<file path="config.mk">
export PLATFORM = sky130hd
export DESIGN_NAME = thread_issue_sel
export DESIGN_NICKNAME = d
export VERILOG_FILES = /design/src/rtl/tsel_pkg.sv /design/src/rtl/tsel_rr_arb.sv /design/src/rtl/tsel_coarse_ctl.sv /design/src/rtl/thread_issue_sel.sv
export SDC_FILE = /design/constraint.sdc
export NUM_CORES = 1
export LEC_CHECK = 0
export ABC_CLOCK_PERIOD_IN_PS = 5840
export BUFFER_PORTS_ARGS = -buffer_cell sky130_fd_sc_hd__buf_4
export CAP_MARGIN = 10
export CORE_AREA = 4 4 41 43
export DETAILED_ROUTE_END_ITERATION = 10
export DIE_AREA = 0 0 45 47
export HOLD_SLACK_MARGIN = 0.06
export PLACE_DENSITY = 0.74
export SLEW_MARGIN = 20
export SYNTH_ARGS = -nofsm -noshare
export SYNTH_HDL_FRONTEND = slang
export SYNTH_SLANG_ARGS = --single-unit
</file>
<file path="constraint.sdc">
create_clock -name clk -period 5.84 [get_ports clk]
set_clock_uncertainty 0.1 [all_clocks]
set_input_delay 1.168 -clock clk [delete_from_list [all_inputs] [get_ports clk]]
set_output_delay 1.168 -clock clk [all_outputs]
set_load 0.02 [all_outputs]
</file>
<file path="src/rtl/tsel_pkg.sv">
package tsel_pkg;

    localparam int TSEL_THREADS_DEF = 4;
    localparam int TSEL_REFILL_DEF  = 3;

    typedef enum logic {
        POL_FINE   = 1'b0,
        POL_COARSE = 1'b1
    } policy_e;

    typedef enum logic {
        CS_RUN    = 1'b0,
        CS_REFILL = 1'b1
    } cstate_e;

    function automatic int tid_width(input int n);
        return (n > 1) ? $clog2(n) : 1;
    endfunction

    function automatic int cnt_width(input int f);
        return (f > 0) ? $clog2(f + 1) : 1;
    endfunction

    // base < n and 1 <= step <= n
    function automatic int unsigned wrap_add(input int unsigned base,
                                             input int unsigned step,
                                             input int unsigned n);
        int unsigned s;
        s = base + step;
        return (s >= n) ? (s - n) : s;
    endfunction

endpackage

</file>
<file path="src/rtl/tsel_rr_arb.sv">
module tsel_rr_arb #(
    parameter int NTHR = tsel_pkg::TSEL_THREADS_DEF,
    parameter int TW   = tsel_pkg::tid_width(NTHR)
) (
    input  logic [NTHR-1:0] req,
    input  logic [TW-1:0]   last,
    output logic            found,
    output logic [TW-1:0]   pick
);
    logic [TW-1:0]   cand_idx [NTHR];
    logic [NTHR-1:0] cand_hit;

    for (genvar k = 0; k < NTHR; k++) begin : g_off
        assign cand_idx[k] = TW'(tsel_pkg::wrap_add(int'(last), k + 1, NTHR));
        assign cand_hit[k] = req[cand_idx[k]];
    end

    always_comb begin
        pick = last;
        for (int k = NTHR - 1; k >= 0; k--) begin
            if (cand_hit[k]) pick = cand_idx[k];
        end
    end

    assign found = |req;

    always_comb begin
        if (found) begin
            p_pick_is_req_r2: assert (req[pick]);
        end
    end

endmodule

</file>
<file path="src/rtl/tsel_coarse_ctl.sv">
module tsel_coarse_ctl #(
    parameter int REFILL = tsel_pkg::TSEL_REFILL_DEF,
    parameter int CW     = tsel_pkg::cnt_width(REFILL)
) (
    input  logic clk,
    input  logic rst,
    input  logic coarse_on,
    input  logic long_stall,
    input  logic alt_found,
    output logic switch_now,
    output logic in_refill
);
    import tsel_pkg::*;

    cstate_e       st_q, st_d;
    logic [CW-1:0] cnt_q, cnt_d;

    assign in_refill  = coarse_on && (st_q == CS_REFILL);
    assign switch_now = coarse_on && (st_q == CS_RUN) && long_stall && alt_found;

    always_comb begin
        st_d  = st_q;
        cnt_d = cnt_q;
        if (!coarse_on) begin
            st_d  = CS_RUN;
            cnt_d = '0;
        end else if (st_q == CS_RUN) begin
            if (switch_now && REFILL > 0) begin
                st_d  = CS_REFILL;
                cnt_d = CW'(REFILL);
            end
        end else begin
            if (cnt_q <= CW'(1)) begin
                st_d  = CS_RUN;
                cnt_d = '0;
            end else begin
                cnt_d = cnt_q - CW'(1);
            end
        end
    end

    always_ff @(posedge clk) begin
        if (rst) begin
            st_q  <= CS_RUN;
            cnt_q <= '0;
        end else begin
            st_q  <= st_d;
            cnt_q <= cnt_d;
        end
    end

    p_cnt_bound_r9: assert property (@(posedge clk) disable iff (rst)
        cnt_q <= CW'(REFILL));

    p_no_reswitch_r11: assert property (@(posedge clk) disable iff (rst)
        switch_now |=> !switch_now);

    p_refill_follows_r9: assert property (@(posedge clk) disable iff (rst)
        (switch_now && coarse_on && REFILL > 0) |=> (in_refill || !coarse_on));

endmodule

</file>
<file path="src/rtl/thread_issue_sel.sv">
module thread_issue_sel #(
    parameter int NTHR   = tsel_pkg::TSEL_THREADS_DEF,
    parameter int REFILL = tsel_pkg::TSEL_REFILL_DEF,
    localparam int TW    = tsel_pkg::tid_width(NTHR)
) (
    input  logic            clk,
    input  logic            rst,
    input  logic            coarse_mode,
    input  logic [NTHR-1:0] thr_ready,
    input  logic            short_stall,
    input  logic            long_stall,
    output logic [TW-1:0]   sel_tid,
    output logic            issue_vld,
    output logic            flush_req
);
    import tsel_pkg::*;

    policy_e         pol;
    logic [TW-1:0]   ptr_q, ptr_d;
    logic [NTHR-1:0] arb_req;
    logic            arb_found;
    logic [TW-1:0]   arb_pick;
    logic            sw_now;
    logic            refill;

    assign pol = policy_e'(coarse_mode);

    always_comb begin
        arb_req = thr_ready;
        if (pol == POL_COARSE) arb_req[ptr_q] = 1'b0;
    end

    tsel_rr_arb #(.NTHR(NTHR), .TW(TW)) u_arb (
        .req   (arb_req),
        .last  (ptr_q),
        .found (arb_found),
        .pick  (arb_pick)
    );

    tsel_coarse_ctl #(.REFILL(REFILL)) u_cctl (
        .clk        (clk),
        .rst        (rst),
        .coarse_on  (coarse_mode),
        .long_stall (long_stall),
        .alt_found  (arb_found),
        .switch_now (sw_now),
        .in_refill  (refill)
    );

    always_comb begin
        ptr_d = ptr_q;
        if (pol == POL_FINE) begin
            issue_vld = arb_found;
            sel_tid   = arb_found ? arb_pick : ptr_q;
            flush_req = 1'b0;
            if (arb_found) ptr_d = arb_pick;
        end else begin
            sel_tid   = ptr_q;
            flush_req = sw_now;
            issue_vld = !refill && thr_ready[ptr_q] && !short_stall && !long_stall;
            if (sw_now) ptr_d = arb_pick;
        end
    end

    always_ff @(posedge clk) begin
        if (rst) ptr_q <= TW'(NTHR - 1);
        else     ptr_q <= ptr_d;
    end

    p_fine_no_flush_r5: assert property (@(posedge clk) disable iff (rst)
        !coarse_mode |-> !flush_req);

    p_flush_blocks_issue_r8: assert property (@(posedge clk) disable iff (rst)
        flush_req |-> !issue_vld);

    p_flush_then_idle_r9: assert property (@(posedge clk) disable iff (rst)
        (flush_req && REFILL > 0) |=> (!issue_vld || !coarse_mode));

    p_hold_ptr_r4: assert property (@(posedge clk) disable iff (rst)
        (!coarse_mode && !issue_vld) |=> $stable(ptr_q));

    p_coarse_keep_r6: assert property (@(posedge clk) disable iff (rst)
        (coarse_mode && !flush_req) |=> (!coarse_mode || $stable(sel_tid)));

    p_issue_is_ready_r2: assert property (@(posedge clk) disable iff (rst)
        issue_vld |-> thr_ready[sel_tid]);

endmodule

</file>
==> metrics.txt <==
LEAKAGE=between 0.0003 and 0.0004 uW; Switch Pwr=91.9 uW; clk sinks=5; Antenna Cells=0; Synth Area per Inst=just over 8 um^2; vias per cell=between 5 and 6; Fin Hold WS=0.393 ns; CTS buffer count=3; post-synthesis cell count=slightly below 70; Placer Congestion=just under 0.8; vias in the first global route=between 400 and 500; FF+latch area=between 100 and 150 um^2; slew margin rel.=approximately two thirds; setup repair after global routing missed its margin=false; DRC Markers=0; Mapped Area=548 um^2; post-route clock period utilization=about two thirds; Max Clock Freq=around 0.26 GHz; post-placement cell area=~630 um^2; # IOs=13; slowest stage cell, crit path=a21boi_0; Routed WL per cell=~11 um; share of cells above drive strength 1=approximately 28%; router iterations before antenna repair=5; first-pass GRT wire length=between 1500 and 2000 um; Max clock buf depth=2; Initial Util=a little over two fifths; Int Pwr=132 uW; Tmin final=approximately 3.9 ns; die area=between 2000 and 2500 um^2; Setup Total Neg Slack=0 ns; final-stage net count=95; Overall Global Routing Usage=approximately an eighth; Die H=47 um; Yosys top cell by area=dfxtp_1; status=complete, no violations; crit-path most repeated cell=buf_4; sequential share of power=23.8%; via count=503; max-cap violations=0; worst path arrival time=2.64 ns; largest net degree at the start of global routing=14; Power per Cell Area=around 340 nW/um^2; Yosys reg bits=5; area of the multi-input gates=between 300 and 400 um^2; Critical Path Sink Type=output pin; final setup fails=0; CTS tree=done; Gate power share=between 50% and 60%; Final Hold Fails=0; Die Wd=around 45 um; final slew viol count=0; sequential area share after synthesis=between 10% and 20%; Post-Syn Nets=between 80 and 90; Max stage delay on crit path=between 0.4 and 0.5 ns; WL final=approximately 1100 um; Area Growth Syn to Fin=19.2%; filler instances=127; Resized cells post-CTS=0; Final Cell Area=653 um^2; CTS clk-pin slew, worst paths=~0.04 ns; Crit Path Category=input pin to output pin; critical path launch point type=input pin; initial antenna violation count=0; crit path cell chain=buf_4 > a21boi_0 > mux4_2 > a41o_1 > nand2_1 > xnor2_1 > buf_4; WP data required=between 4 and 5 ns; Net Sw Frac=41.0%; worst skew pair latency=between 0.2 and 0.25 ns; Critical Path Fanout Max=13; I/O Buffers=12; Core ar.=approximately 1300 um^2; clock share of power=between 10% and 20%; Worst-Margin Slew=~0.5 ns; post-route ant nets=0; DRT iter0 DRCs=6; cell row count=13; cell class contributing the biggest share of worst-path delay=compound AO/OA/AOI/OAI gates; Worst VDD drop=around 0.00016 V; area share of the largest cell type after synthesis=between 10% and 20%; Worst Hold Class=flop to flop; CTS root buf=clkbuf_4; H-Tree Depth=1; Yosys cell types=25; post-DP HPWL=between 900 and 1000 um; # hold bufs at CTS=0; Non-Filler Instances=96; main area contributors after synthesis=dfxtp_1 (18%), mux4_2 (12%), ha_1 (9.1%); crit path buf inv count=2; post-CTS setup repair buffer count=0; GRT overflow=0; YS warnings=0; placed cells=around 90
## registers in the layout, indices dropped and copies added (netlist names)
register / cells
u_cctl.st_q: 1
u_cctl.cnt_q: 2
ptr_q: 2
## metrics by stage
| stage | util (%) | setup WS (ns) | total power, uW |
|---|---|---|---|
| 2_1_floorplan | - | 2.18 | 159 |
| 3_3_place_gp | 48.2 | 2.00 | 184 |
| 3_5_place_dp | 48.2 | 1.91 | 187 |
| 4_1_cts | 50.2 | 1.91 | 227 |
| 5_1_grt | 50.2 | 1.77 | 246 |
| 6_report | 50.2 | 1.93 | 224 |
## metal layers
metal	share of wire (%)	global-route usage [%]
met5	0	0
met4	0	5.26
met3	1.8	2.30
met2	53	23.7
met1	45	12.6
## placed cells by master (no fill, tap or decap)
cell type   n
buf_4      12
a21oi_1     9
nor2_1      8
inv_1       6
nand2_1     6
dfxtp_1     5
o21ai_0     4
ha_1        4
a21boi_0    3
mux4_2      3
clkbuf_4    3
nand3_1     2
a41o_1      2
nand2b_1    2
inv_2       1
a21boi_2    1
and2b_1     1
a22oi_1     1
o221a_2     1
xnor2_1     1
mux2_2      1
o21bai_1    1
a21o_1      1
o21ai_2     1
mux2i_1     1
clkbuf_1    1
## path summary, 6_finish.rpt
| kind | depth (start not counted) | start | slack [ns] | end |
|---|---|---|---|---|
| worst max-delay path | 7 | coarse_mode | 1.93 | sel_tid[0] |
| worst min register to register | 2 | u_cctl.cnt_q[1] | 0.39 | u_cctl.st_q |
| worst min-delay path | 2 | u_cctl.cnt_q[1] | 0.39 | u_cctl.st_q |
| worst max register to register | 7 | ptr_q[0] | 3.56 | u_cctl.cnt_q[1] |
## worst register-to-register path, delay by kind of cell (launching register included)
kind / cells / cell delay [ns]
buffers and inverters: 1 / 0.18
adders and majority gates: 1 / 0.23
and+or+nand+nor: 2 / 0.34
DFF: 1 / 0.54
AOI/OAI and AO/OA: 3 / 0.82
## area by class of cell
class	instances	area share (%)
multi-input cells	53	60.0
inverters	7	4.02
well taps	15	2.87
clock buffers	4	4.02
flip-flops and latches	5	15.3
repair buffers	12	13.8
## Yosys cell counts (all sizes together)
library cell,n
buf,3
nand3,2
ha,4
xnor2,1
a22oi,1
a41o,2
mux2,1
nand2,6
nor2,8
dfxtp,5
a21o,1
o21bai,1
o21ai,5
a21boi,4
and2b,1
o221a,1
nand2b,2
mux4,3
inv,7
mux2i,1
a21oi,9
## cell families (layout without fill, tap and decap cells)
logic type                 count (synthesis)  count (layout)  synth area share (%)
buffers and inverters                     10              23                  10.3
muxes                                      5               5                  16.2
adders and majority gates                  4               4                  9.13
xor gates and xnor gates                   1               1                  1.60
AOI/OAI and AO/OA                         24              24                  29.5
DFF                                        5               5                  18.3
and+or+nand+nor                           19              19                  15.1
## power groups by stage
stage	clock [uW]	combinational [uW]	sequential [uW]
floorplan	0	115	43.8
global placement	0	129	54.6
detailed placement	0	134	53.7
CTS	39.8	134	53.2
global route	44.2	147	55.6
finish	37.9	133	53.3
Power figures use the tool's default switching activity.
